File: src/rtl/eth_tx_pkg.sv
package eth_tx_pkg;

  localparam int LEN_W      = 16;
  localparam int HDR_OCTETS = 14;
  localparam int MIN_DATA   = 46;
  localparam logic [31:0] CRC_POLY_REFL = 32'hEDB88320;

  typedef enum logic [2:0] {
    PH_IDLE = 3'd0,
    PH_BODY = 3'd1,
    PH_PAD  = 3'd2,
    PH_FCS  = 3'd3,
    PH_TAIL = 3'd4
  } phase_e;

  // Advance a reflected CRC-32 register by one nibble, bit 0 first.
  function automatic logic [31:0] crc_nib_step(input logic [31:0] c, input logic [3:0] d);
    logic [31:0] r;
    r = c;
    for (int i = 0; i < 4; i++) begin
      if (r[0] ^ d[i]) r = (r >> 1) ^ CRC_POLY_REFL;
      else             r = r >> 1;
    end
    return r;
  endfunction

endpackage

File: src/rtl/eth_tx_lane_sel.sv
module eth_tx_lane_sel #(
  parameter int LANES = 4
) (
  input  logic [8*LANES-1:0]         word_i,
  input  logic [$clog2(LANES)-1:0]   lane_i,
  input  logic                       half_i,
  output logic [3:0]                 nib_o
);

  logic [7:0] lanes [LANES];
  logic [7:0] octet;

  for (genvar g = 0; g < LANES; g++) begin : g_lane
    assign lanes[g] = word_i[8*g +: 8];
  end

  assign octet = lanes[lane_i];
  assign nib_o = half_i ? octet[7:4] : octet[3:0];

endmodule

File: src/rtl/eth_tx_crc_nib.sv
module eth_tx_crc_nib
  import eth_tx_pkg::*;
(
  input  logic        clk,
  input  logic        rst_n,
  input  logic        init_i,
  input  logic        adv_i,
  input  logic [3:0]  nib_i,
  output logic [31:0] crc_o
);

  logic [31:0] crc_q, crc_d;
  logic        crc_en;

  assign crc_en = init_i | adv_i;

  always_comb begin
    if (init_i) crc_d = '1;
    else        crc_d = crc_nib_step(crc_q, nib_i);
  end

  always_ff @(posedge clk or negedge rst_n) begin
    if (!rst_n)      crc_q <= '1;
    else if (crc_en) crc_q <= crc_d;
  end

  assign crc_o = crc_q;

endmodule

File: src/rtl/eth_tx_seq.sv
module eth_tx_seq
  import eth_tx_pkg::*;
#(
  parameter int BUF_WORDS = 512
) (
  input  logic                          clk,
  input  logic                          rst_n,
  input  logic                          start_i,
  input  logic                          pad_en_i,
  input  logic                          fcs_en_i,
  input  logic [LEN_W-1:0]              len_i,
  output phase_e                        phase_o,
  output logic                          half_o,
  output logic [1:0]                    fidx_o,
  output logic [$clog2(BUF_WORDS)+1:0]  bptr_o,
  output logic                          fcs_sel_o,
  output logic                          done_o
);

  localparam int AW = $clog2(BUF_WORDS);
  localparam int PW = AW + 2;
  localparam int RW = LEN_W + 1;
  localparam logic [LEN_W-1:0] MIN_DATA_L = LEN_W'(MIN_DATA);

  phase_e          phase_q, phase_d;
  logic            half_q, half_d;
  logic [RW-1:0]   rem_q, rem_d;
  logic [PW-1:0]   bptr_q, bptr_d;
  logic [1:0]      fidx_q, fidx_d;
  logic            done_q, done_d;
  logic            pad_q, fcs_q;
  logic [LEN_W-1:0] len_q;

  logic            accept;
  logic            need_pad;
  logic [RW-1:0]   pad_m1;

  assign accept   = (phase_q == PH_IDLE) && start_i;
  assign need_pad = pad_q && (len_q < MIN_DATA_L);
  assign pad_m1   = RW'(MIN_DATA - 1) - {1'b0, len_q};

  always_comb begin
    phase_d = phase_q;
    half_d  = half_q;
    rem_d   = rem_q;
    bptr_d  = bptr_q;
    fidx_d  = fidx_q;
    done_d  = 1'b0;
    case (phase_q)
      PH_IDLE: begin
        if (start_i) begin
          phase_d = PH_BODY;
          half_d  = 1'b0;
          rem_d   = {1'b0, len_i} + RW'(HDR_OCTETS - 1);
          bptr_d  = PW'(2);
          fidx_d  = 2'd0;
        end
      end
      PH_BODY: begin
        half_d = ~half_q;
        if (half_q) begin
          bptr_d = bptr_q + PW'(1);
          if (rem_q == '0) begin
            if (need_pad) begin
              phase_d = PH_PAD;
              rem_d   = pad_m1;
            end else begin
              phase_d = PH_FCS;
            end
          end else begin
            rem_d = rem_q - RW'(1);
          end
        end
      end
      PH_PAD: begin
        half_d = ~half_q;
        if (half_q) begin
          if (rem_q == '0) phase_d = PH_FCS;
          else             rem_d   = rem_q - RW'(1);
        end
      end
      PH_FCS: begin
        half_d = ~half_q;
        if (half_q) begin
          bptr_d = bptr_q + PW'(1);
          fidx_d = fidx_q + 2'd1;
          if (fidx_q == 2'd3) phase_d = PH_TAIL;
        end
      end
      PH_TAIL: begin
        phase_d = PH_IDLE;
        done_d  = 1'b1;
      end
      default: phase_d = PH_IDLE;
    endcase
  end

  always_ff @(posedge clk or negedge rst_n) begin
    if (!rst_n) begin
      phase_q <= PH_IDLE;
      half_q  <= 1'b0;
      rem_q   <= '0;
      bptr_q  <= '0;
      fidx_q  <= '0;
      done_q  <= 1'b0;
    end else begin
      phase_q <= phase_d;
      half_q  <= half_d;
      rem_q   <= rem_d;
      bptr_q  <= bptr_d;
      fidx_q  <= fidx_d;
      done_q  <= done_d;
    end
  end

  // Frame configuration, loaded only when a frame is accepted.
  always_ff @(posedge clk or negedge rst_n) begin
    if (!rst_n) begin
      pad_q <= 1'b0;
      fcs_q <= 1'b0;
      len_q <= '0;
    end else if (accept) begin
      pad_q <= pad_en_i;
      fcs_q <= fcs_en_i;
      len_q <= len_i;
    end
  end

  assign phase_o   = phase_q;
  assign half_o    = half_q;
  assign fidx_o    = fidx_q;
  assign bptr_o    = bptr_q;
  assign fcs_sel_o = fcs_q;
  assign done_o    = done_q;

  p_cfg_held_r8: assert property (@(posedge clk) disable iff (!rst_n)
    (phase_q != PH_IDLE) |=> ($stable(len_q) && $stable(pad_q) && $stable(fcs_q)));

  p_pad_only_short_r3: assert property (@(posedge clk) disable iff (!rst_n)
    (phase_q == PH_PAD) |-> (pad_q && (len_q < MIN_DATA_L)));

  p_fcs_leads_to_tail_r6: assert property (@(posedge clk) disable iff (!rst_n)
    (phase_q == PH_FCS) |=> (phase_q == PH_FCS || phase_q == PH_TAIL));

endmodule

File: src/rtl/eth_tx_packer.sv
module eth_tx_packer
  import eth_tx_pkg::*;
#(
  parameter int BUF_WORDS = 512
) (
  input  logic                          clk,
  input  logic                          rst_n,
  input  logic                          start_i,
  input  logic                          pad_en_i,
  input  logic                          fcs_en_i,
  output logic                          busy_o,
  output logic                          done_o,
  output logic [$clog2(BUF_WORDS)-1:0]  buf_addr_o,
  input  logic [31:0]                   buf_data_i,
  output logic [3:0]                    txd_o,
  output logic                          txv_o
);

  localparam int AW = $clog2(BUF_WORDS);
  localparam int PW = AW + 2;

  phase_e        phase;
  logic          half;
  logic [1:0]    fidx;
  logic [PW-1:0] bptr;
  logic          fcs_sel;
  logic [3:0]    body_nib;
  logic [3:0]    fcs_nib;
  logic [4:0]    fcs_sh;
  logic [31:0]   crc;
  logic          crc_init, crc_adv;
  logic          emit;
  logic [3:0]    nib_d;
  logic [3:0]    txd_q;
  logic          txv_q;

  eth_tx_seq #(.BUF_WORDS(BUF_WORDS)) u_seq (
    .clk       (clk),
    .rst_n     (rst_n),
    .start_i   (start_i),
    .pad_en_i  (pad_en_i),
    .fcs_en_i  (fcs_en_i),
    .len_i     (buf_data_i[LEN_W-1:0]),
    .phase_o   (phase),
    .half_o    (half),
    .fidx_o    (fidx),
    .bptr_o    (bptr),
    .fcs_sel_o (fcs_sel),
    .done_o    (done_o)
  );

  assign buf_addr_o = (phase == PH_IDLE) ? '0 : bptr[PW-1:2];

  eth_tx_lane_sel #(.LANES(4)) u_lane (
    .word_i (buf_data_i),
    .lane_i (bptr[1:0]),
    .half_i (half),
    .nib_o  (body_nib)
  );

  assign crc_init = (phase == PH_IDLE) && start_i;
  assign crc_adv  = (phase == PH_BODY) || (phase == PH_PAD);

  eth_tx_crc_nib u_crc (
    .clk    (clk),
    .rst_n  (rst_n),
    .init_i (crc_init),
    .adv_i  (crc_adv),
    .nib_i  (nib_d),
    .crc_o  (crc)
  );

  assign fcs_sh  = {fidx, half, 2'b00};
  assign fcs_nib = ~crc[fcs_sh +: 4];
  assign emit    = (phase == PH_BODY) || (phase == PH_PAD) || (phase == PH_FCS);

  always_comb begin
    case (phase)
      PH_BODY: nib_d = body_nib;
      PH_PAD:  nib_d = 4'h0;
      PH_FCS:  nib_d = fcs_sel ? fcs_nib : body_nib;
      default: nib_d = 4'h0;
    endcase
  end

  always_ff @(posedge clk or negedge rst_n) begin
    if (!rst_n) begin
      txd_q <= '0;
      txv_q <= 1'b0;
    end else begin
      txv_q <= emit;
      if (emit) txd_q <= nib_d;
    end
  end

  assign txd_o  = txd_q;
  assign txv_o  = txv_q;
  assign busy_o = (phase != PH_IDLE);

  p_done_single_r7: assert property (@(posedge clk) disable iff (!rst_n)
    done_o |=> !done_o);

  p_done_quiet_r7: assert property (@(posedge clk) disable iff (!rst_n)
    done_o |-> (!busy_o && !txv_o));

  p_valid_in_busy_r2: assert property (@(posedge clk) disable iff (!rst_n)
    txv_o |-> busy_o);

  p_pad_is_zero_r3: assert property (@(posedge clk) disable iff (!rst_n)
    (phase == PH_PAD) |=> (txv_o && txd_o == 4'h0));

  p_crc_frozen_r4: assert property (@(posedge clk) disable iff (!rst_n)
    (phase == PH_FCS) |=> $stable(crc));

endmodule

File: config.mk
export PLATFORM = sky130hd
export DESIGN_NAME = eth_tx_packer
export DESIGN_NICKNAME = d
export VERILOG_FILES = /design/src/rtl/eth_tx_pkg.sv /design/src/rtl/eth_tx_lane_sel.sv /design/src/rtl/eth_tx_crc_nib.sv /design/src/rtl/eth_tx_seq.sv /design/src/rtl/eth_tx_packer.sv
export SDC_FILE = /design/constraint.sdc
export NUM_CORES = 1
export LEC_CHECK = 0
export ABC_CLOCK_PERIOD_IN_PS = 2400
export BUFFER_PORTS_ARGS = -buffer_cell sky130_fd_sc_hd__buf_2
export CORE_MARGIN = 2
export CORE_UTILIZATION = 54
export DETAILED_ROUTE_END_ITERATION = 12
export PLACE_DENSITY = 0.76
export SLEW_MARGIN = 20
export SYNTH_ARGS = -nofsm -noshare
export SYNTH_HDL_FRONTEND = slang
export SYNTH_SLANG_ARGS = --single-unit
File: constraint.sdc
create_clock -name clk -period 2.4 [get_ports clk]
set_clock_uncertainty 0.05 [all_clocks]
set_input_delay 0.36 -clock clk [delete_from_list [all_inputs] [get_ports clk]]
set_output_delay 0.36 -clock clk [all_outputs]
set_load 0.01 [all_outputs]
== Word level (Yosys, flattened, before mapping) ==
Index checks and enable logic that the tools add are counted.

* Add/subtract/negate cells: 5
* Div/mod/pow operators: 0
* $lt $le $gt $ge: 2
* Reductions and logical operators: 18
* Bitwise logic cells: 12
* Multipliers: 0
* Equality and inequality tests: 15
* Shift-type cells: 1
* Multiplexer cells: 40

{| class="wikitable"
|+ Operators with widths
! operator !! number
|-
| 2-to-1 mux 32 bit || 8
|-
| 2-to-1 mux 17 bit || 6
|-
| NOT 13 -> 14 bit || 4
|-
| one-hot mux 17 bit (3 select lines) || 1
|-
| indexed part select 32 x 6 -> 4 bit || 1
|-
| 2-to-1 mux 11 bit || 2
|-
| one-hot mux 11 bit (2 select lines) || 1
|-
| 2-to-1 mux 3 bit || 7
|-
| adder 16 x 4 -> 17 bit, second input constant || 1
|-
| logical NOT 17 bit || 1
|-
| subtractor 17 x 1 -> 17 bit, second input constant || 1
|-
| subtractor 6 x 16 -> 17 bit, first input constant || 1
|-
| binary-select mux 8 bit (select 2 bit) || 1
|-
| less-than comparator 16 x 6 -> 1 bit, second input constant || 1
|-
| 2-to-1 mux 8 bit || 2
|-
| inequality test 2 x 1 -> 1 bit, second input constant || 7
|-
| one-hot mux 3 bit (4 select lines) || 1
|-
| adder 11 x 1 -> 11 bit, second input constant || 1
|-
| 2-to-1 mux 9 bit || 1
|-
| 2-to-1 mux 4 bit || 2
|-
| one-hot mux 4 bit (2 select lines) || 1
|-
| AND reduction 7 bit || 1
|-
| == test 3 x 2 -> 1 bit, second input constant || 2
|-
| AND reduction 3 bit || 2
|-
| other kinds (25) || 37
|}

* Output and inout bits: 16
* Memory bits (read-only): 0
* Bits in writable memories: 0
* Memories: 0
* Register bits after elaboration: 90
* Latch bits: 0

== Longest topological paths before layout ==
Gate-level depths: netlist (run 1).

* Depth in word-level cells: 19
* Depth in mapped cells: 10
* Mapped depth without buffers: 9

== By module ==
A second synthesis (run 1) with hierarchy kept.

* Cell total of the unflattened synthesis: 616
* Area total of the unflattened synthesis: 6,132.1 sq um

{| class="wikitable"
|+ By module, submodules not included
! module !! cells an instance !! area an instance (sq um) !! times used
|-
| eth_tx_seq || 377 || 3,484.6 || 1
|-
| eth_tx_crc_nib || 155 || 1,750.4 || 1
|-
| eth_tx_packer || 70 || 626.9 || 1
|-
| eth_tx_lane_sel || 14 || 270.3 || 1
|}

== Least setup slack after synthesis (run 1) ==
No wires, ideal clock.

* Kind: register to register
* From: register u_seq.len_q[9]
* To: register u_seq.rem_q[0]
* Library setup time: 0.065 ns
* Required time: 2.285 ns
* Stages on the path, launching flop included: 9
* Path slack: -0.086 ns
* Data arrival time: 2.371 ns
* Path through: dfrtp_1 or4_4 or4_4 nor3_2 a21oi_1 o21ai_2 o311ai_4 a2111oi_0 a211o_1

* Cells in the longest elaborated chain, start to end: 4

{| class="wikitable"
|+ RTL lines
! element !! line !! RTL
|-
| start: declaration || eth_tx_seq.sv:32 || <nowiki>logic [LEN_W-1:0] len_q;</nowiki>
|-
| start signal: assignment || eth_tx_seq.sv:125 || <nowiki>len_q <= len_i;</nowiki>
|-
| less-than comparator 16 x 6 -> 1 bit || eth_tx_seq.sv:39 || <nowiki>assign need_pad = pad_q && (len_q < MIN_DATA_L);</nowiki>
|-
| logical AND 1 bit || eth_tx_seq.sv:39 ||
|-
| inequality test 3 x 2 -> 1 bit (no source line) || - ||
|-
| AND reduction 6 bit (no source line) || - ||
|-
| end signal: assignment || eth_tx_seq.sv:109 || <nowiki>rem_q <= rem_d;</nowiki>
|-
| end: declaration || eth_tx_seq.sv:27 || <nowiki>logic [RW-1:0] rem_q, rem_d;</nowiki>
|}

Every way passes these cells.
A chain may end at the register's enable or synchronous reset.

== Worst setup path after layout (run 1) ==
* From: register u_seq.half_q (netlist: u_seq.half_o)
* To: register u_crc.crc_q[24] (netlist: u_crc.crc_o[24])

* Cells in the longest elaborated chain, start to end: 15

{| class="wikitable"
|+ RTL lines
! element !! line !! RTL
|-
| start: declaration || eth_tx_seq.sv:26 || <nowiki>logic half_q, half_d;</nowiki>
|-
| start signal: assignment || eth_tx_seq.sv:108 || <nowiki>half_q <= half_d;</nowiki>
|-
| indexed part select 32 x 6 -> 4 bit || eth_tx_packer.sv:74 || <nowiki>assign fcs_nib = ~crc[fcs_sh +: 4];</nowiki>
|-
| NOT 4 bit || eth_tx_packer.sv:74 ||
|-
| 2-to-1 mux 4 bit || eth_tx_packer.sv:81 || <nowiki>PH_FCS: nib_d = fcs_sel ? fcs_nib : body_nib;</nowiki>
|-
| one-hot mux 4 bit (2 select lines) * || eth_tx_packer.sv:78 || <nowiki>case (phase)</nowiki>
|-
| XOR 1 bit || eth_tx_pkg.sv:21 || <nowiki>if (r[0] ^ d[i]) r = (r >> 1) ^ CRC_POLY_REFL;</nowiki>
|-
| 2-to-1 mux 32 bit || eth_tx_pkg.sv:21 ||
|-
| 2-to-1 mux 32 bit || eth_tx_crc_nib.sv:18 || <nowiki>if (init_i) crc_d = '1;</nowiki>
|-
| NOT 13 -> 14 bit (no source line) || - ||
|-
| 2-to-1 mux 32 bit || eth_tx_pkg.sv:21 ||
|-
| 2-to-1 mux 32 bit || eth_tx_crc_nib.sv:18 ||
|-
| 2-to-1 mux 32 bit || eth_tx_pkg.sv:21 ||
|-
| 2-to-1 mux 32 bit || eth_tx_crc_nib.sv:18 ||
|-
| NOT 13 -> 14 bit (no source line) || - ||
|-
| 2-to-1 mux 32 bit * || eth_tx_pkg.sv:21 ||
|-
| 2-to-1 mux 32 bit * || eth_tx_crc_nib.sv:18 ||
|-
| end signal: assignment || eth_tx_crc_nib.sv:24 || <nowiki>else if (crc_en) crc_q <= crc_d;</nowiki>
|-
| end: declaration || eth_tx_crc_nib.sv:12 || <nowiki>logic [31:0] crc_q, crc_d;</nowiki>
|}

Every way passes the cells marked *; elsewhere a longest branch is shown, timed or not. The select of a mux whose other input is x is not followed.

==> flow_summary.ini, run 1 <==
[setup_path]
arrival_ns = 3.01
crit_type = reg2reg
end_kind = flip-flop
reg2reg_slack_ns = -0.37
required_ns = 2.64
crit_path_max_fanout = 10
cp-start-kind = flip-flop

[logic_synthesis]
synth_cells = 656
async_flop_share = 1.00
synth.net_count = 698
syn-cell-area_um2 = 5700
synth_edf_count = 0
yosysSeqAreaShare = 0.402
synthDistinctLibCells = 59
synth_warnings = 0
avgSynthCellArea_um2 = 8.69
synth_flop_cell = dfrtp_1
synth_seq_cells = 90

[place]
gp_congestion = 1.01
dpl_cell_area_um2 = 6680
hpwl_um = 11800
dpl.cell_count = 888
portBuffers = 52

[floorplanning]
die_area_um2 = 11400
die_h_um = 107
ios = 53
initial_core_util = 0.555
fp.coreArea_um2 = 10300
die_w_um = 107
rows = 37

[finish]
stdcell_count = 928
final_cell_area_um2 = 7590
drive_above_1_share = 0.362
diodes = 0
final_common_cell = nand2_1
layout.nets = 829
syn_to_final_growth_pct = 33.2
final_cell_mix = nand2_1, buf_4, dfrtp_1, a21oi_1, buf_2
fillCellCount = 698

[status]
status = finished, violations left
violations = setup timing

[grt]
antenna_found_initial = 0
grt_pass1_vias = 5696
grt.total_usage = 0.315
grt_first_pass_wirelength_um = 28300
grt_max_degree = 54
grt_overflow = 0

[drt]
drc_errors = 0
routedWlPerCell_um = 20.0
drt_iter0_markers = 624
ant_nets = 0
vias_per_cell = 6.16
first_pass_iters = 8
vias = 5713
drt_wl_total_um = 18500

[sta]
slew_violations = 0
worstMarginPinSlew_ns = 0.635
rsz0062_at_grt = yes
fmax_mhz = 361
fin_crit_sh = 1.16
setup_viol = 36
fin_ws_ns = -0.373
max_slew_margin = 0.574
post-route-min-period_ns = 2.77
hold_viol_final = 0
hold_slack_ns = 0.134

[clock_tree]
insertion_delay_ns = 0.37
cts.sink_count = 90
clockRootBuffer = clkbuf_8
cts_tree = done
clk_pin_slew_worst_paths_ns = 0.08
cts_buffers = 9
htree_num_levels = 3
ctsLongestPathBuffers = 2

[worst_hold_path]
hp-class = in2reg

[job]
max_cap_violations = 0
## critical path, stage by stage, from the launching register on
cell and delay (ns):
dfrtp_2 0.50, buf_12 0.16, buf_16 0.14, a2111oi_4 0.27
a31oi_2 0.11, a31oi_2 0.30, xor2_2 0.25, xnor3_2 0.54
xnor2_1 0.17, a21oi_1 0.21
## synthesized netlist by cell type, types with 14 or more instances
cell	count	area, µm²
nand2_1	108	405
a21oi_1	58	290
dfrtp_1	58	1450
nor2_1	48	180
nor3_1	41	205
dfstp_2	32	841
o21ai_0	32	160
xor2_1	31	272
xnor2_1	29	254
clkbuf_1	24	90.1
mux2i_1	21	210
nor2b_1	18	113
o21ai_1	18	90.1
o22ai_1	14	87.6
## what timing repair did
action,in CTS,in global routing
hold endpoints to repair,30,0
pin swaps,26,23
resized for setup,57,52
setup endpoints to repair,34,45
setup buffers,17,6
cloned,4,0
hold buffers,1,0
## per-layer routing
| metal | global-route usage | wire length [µm] |
|---|---|---|
| met1 | 0.389 | 7030 |
| met2 | 0.525 | 9190 |
| met3 | 0.0644 | 1400 |
| met4 | 0.160 | 916 |
| met5 | 0 | 0 |
## registers in the layout, indices dropped and copies added (netlist names)
signal	flops
u_crc.crc_o	32
u_seq.rem_q	17
u_seq.len_q	16
u_seq.bptr_o	11
txd_o	4
u_seq.phase_o	3
u_seq.fidx_o	2
txv_o	1
u_seq.done_o	1
u_seq.fcs_sel_o	1
u_seq.half_o	1
u_seq.pad_q	1
## metrics by stage
step                      TNS [ns]  utilization  worst slack, ns
after CTS                    -3.27        0.713           -0.197
final                        -6.79        0.739           -0.373
after floorplan             -0.426            -          -0.0483
after detailed placement     -4.93        0.650           -0.254
after global routing        -11.03        0.739           -0.500
after global placement       -2.93        0.650           -0.171
## final timing paths
check	startpoint	end	cells past startpoint
min in group asynchronous	rst_n	u_seq.len_q[14]$_DFFE_PN0P_	2
max in group asynchronous	rst_n	u_crc.crc_o[27]$_DFFE_PN1P_	3
setup reg to reg	u_seq.half_o$_DFFE_PN0P_	u_crc.crc_o[24]$_DFFE_PN1P_	9
hold reg to reg	u_crc.crc_o[15]$_DFFE_PN1P_	u_crc.crc_o[11]$_DFFE_PN1P_	2
hold / removal	pad_en_i	u_seq.pad_q$_DFFE_PN0P_	3
setup / recovery	u_seq.half_o$_DFFE_PN0P_	u_crc.crc_o[24]$_DFFE_PN1P_	9
## final cells by class
| cell class | instances | area, µm² | area share |
|---|---|---|---|
| Clock buffer | 11 | 131 | 0.0173 |
| Clock inverter | 5 | 103 | 0.0135 |
| Inverter | 10 | 37.5 | 0.00494 |
| Multi-Input combinational cell | 521 | 3680 | 0.485 |
| Sequential cell | 90 | 2290 | 0.302 |
| Tap cell | 136 | 170 | 0.0224 |
| Timing Repair Buffer | 155 | 1180 | 0.155 |
## cell families (layout without fill, tap and decap cells)
| family | after synthesis | after routing | synth area share |
|---|---|---|---|
| simple gates | 264 | 264 | 0.215 |
| compound gates | 159 | 159 | 0.169 |
| flops | 90 | 90 | 0.402 |
| xor+xnor | 68 | 68 | 0.121 |
| buf+inv | 45 | 181 | 0.0329 |
| mux | 25 | 25 | 0.0487 |
| fa+ha+maj | 5 | 5 | 0.0110 |
Power of run 1 is not shown: default switching activity piles up to over one toggle a cycle in this logic, so the estimate is an artifact.
==> run 2, diff against run 1 <==
Settings changed: CORE_ASPECT_RATIO set to 1.4.
==> run 2 against run 1 <==
The run still ends with setup timing left. First-iteration DRC count fell by 32%. Die area is 0.11% higher. Maximum frequency is 3.6% higher. Global-route usage is 0.79 points higher. Count of clock-buffer cells in the layout grew 3.
==> flow_summary.ini, run 2 (same netlist as run 1, synthesis figures left out) <==
[place]
portBuffers = 52
gp_congestion = 0.951
hpwl_um = 12800
dpl_cell_area_um2 = 6800
place_ws_ns = -0.220
dpl.cell_count = 908

[sta]
fin_crit_sh = 1.12
slew_violations = 0
max_slew_margin = 0.534
setup_viol = 35
fin_ws_ns = -0.277
rsz0062_at_grt = yes
fmax_mhz = 374
hold_viol_final = 0
worstMarginPinSlew_ns = 0.693
post-route-min-period_ns = 2.68

[clock_tree]
cts_tree = done
htree_num_levels = 3
insertion_delay_ns = 0.34
cts.sink_count = 90
clockRootBuffer = clkbuf_16
cts_buffers = 9
ctsLongestPathBuffers = 2
clk_pin_slew_worst_paths_ns = 0.06

[drt]
drt_wl_total_um = 18800
ant_nets = 0
vias_per_cell = 6.05
first_pass_iters = 7
routedWlPerCell_um = 19.9
drc_errors = 0
drt_iter0_markers = 426
vias = 5717

[setup_path]
cp-start-kind = flip-flop
end_kind = flip-flop
arrival_ns = 2.89
crit_type = reg2reg
crit_path_max_fanout = 5
required_ns = 2.61

[finish]
final_cell_mix = nand2_1, buf_4, dfrtp_1, a21oi_1, buf_2
drive_above_1_share = 0.367
layout.nets = 844
final_cell_area_um2 = 7740
largest_register_ff_count = 32
stdcell_count = 945
syn_to_final_growth_pct = 35.7
diodes = 0
final_common_cell = nand2_1
final_core_util = 0.747

[status]
status = finished, violations left
violations = setup timing

[floorplanning]
initial_core_util = 0.551
die_h_um = 126
fp.coreArea_um2 = 10300
rows = 44
ios = 53
die_w_um = 90.9
die_area_um2 = 11400

[grt]
grt_pass1_vias = 5771
grt_max_degree = 54
grt_first_pass_wirelength_um = 29100
grt_overflow = 0
grt.total_usage = 0.323
antenna_found_initial = 0

[job]
max_cap_violations = 0

[worst_hold_path]
hp-class = in2reg
run 2: cell types whose count changed in the layout (fill, tap and decap cells not counted), moves of 3 or more:
cell and delta:
buf_6 +9, a21oi_2 +3, o21ai_2 -5, clkbuf_16 +11, xnor2_1 -4, o21ai_1 +7
bufinv_16 -3, xnor2_2 +4, buf_4 +9, a211oi_1 +3, clkbuf_8 -7
run 2: area by class of cell:
type,count,area (µm²)
Tap cell,138,173
Clock inverter,2,13.8
Clock buffer,14,307
Fill cell,729,2610
Timing Repair Buffer,170,1300
Sequential cell,90,2290
Multi-Input combinational cell,521,3610
Inverter,10,37.5
run 2: timing repair:
action	4_1_cts	5_1_grt
pin swaps	17	36
endpoints found under the hold margin	19	0
setup endpoints to repair	34	43
setup buffers	6	14
gates cloned	1	0
gates resized for setup	44	57
hold buffers	1	0
run 2: per-stage QoR:
stage | hold slack [ns] | TNS, ns
2_1_floorplan | 0.0144 | -0.426
3_3_place_gp | 0.207 | -2.59
3_5_place_dp | 0.215 | -4.20
4_1_cts | 0.163 | -3.28
5_1_grt | 0.181 | -8.36
6_report | 0.165 | -4.60
run 2: final timing paths:
path | startpoint | endpoint | slack, ns | depth (start not counted)
worst max-delay path | u_seq.half_o$_DFFE_PN0P_ | u_crc.crc_o[23]$_DFFE_PN1P_ | -0.28 | 11
worst min-delay path | pad_en_i | u_seq.pad_q$_DFFE_PN0P_ | 0.17 | 3
worst max register to register | u_seq.half_o$_DFFE_PN0P_ | u_crc.crc_o[23]$_DFFE_PN1P_ | -0.28 | 11
worst min register to register | u_crc.crc_o[15]$_DFFE_PN1P_ | u_crc.crc_o[11]$_DFFE_PN1P_ | 0.42 | 2
max in group asynchronous | rst_n | u_crc.crc_o[4]$_DFFE_PN1P_ | 1.27 | 3
min in group asynchronous | rst_n | u_seq.len_q[12]$_DFFE_PN0P_ | 0.40 | 2
run 2: worst max-delay path: stages (launching register included):
cell	delay, ns
dfrtp_2	0.42
buf_6	0.15
buf_6	0.12
mux2i_4	0.28
o22ai_2	0.13
nor3_2	0.23
a31oi_2	0.08
xnor2_2	0.25
buf_4	0.18
xnor3_2	0.38
xnor2_1	0.22
a21oi_1	0.10
run 2: per-layer routing:
| metal | global-route usage | wire length, µm |
|---|---|---|
| met3 | 0.0512 | 1070 |
| met5 | 0 | 0 |
| met1 | 0.348 | 6570 |
| met4 | 0.189 | 1350 |
| met2 | 0.593 | 9820 |
Power of run 2 is left out for the same reason.
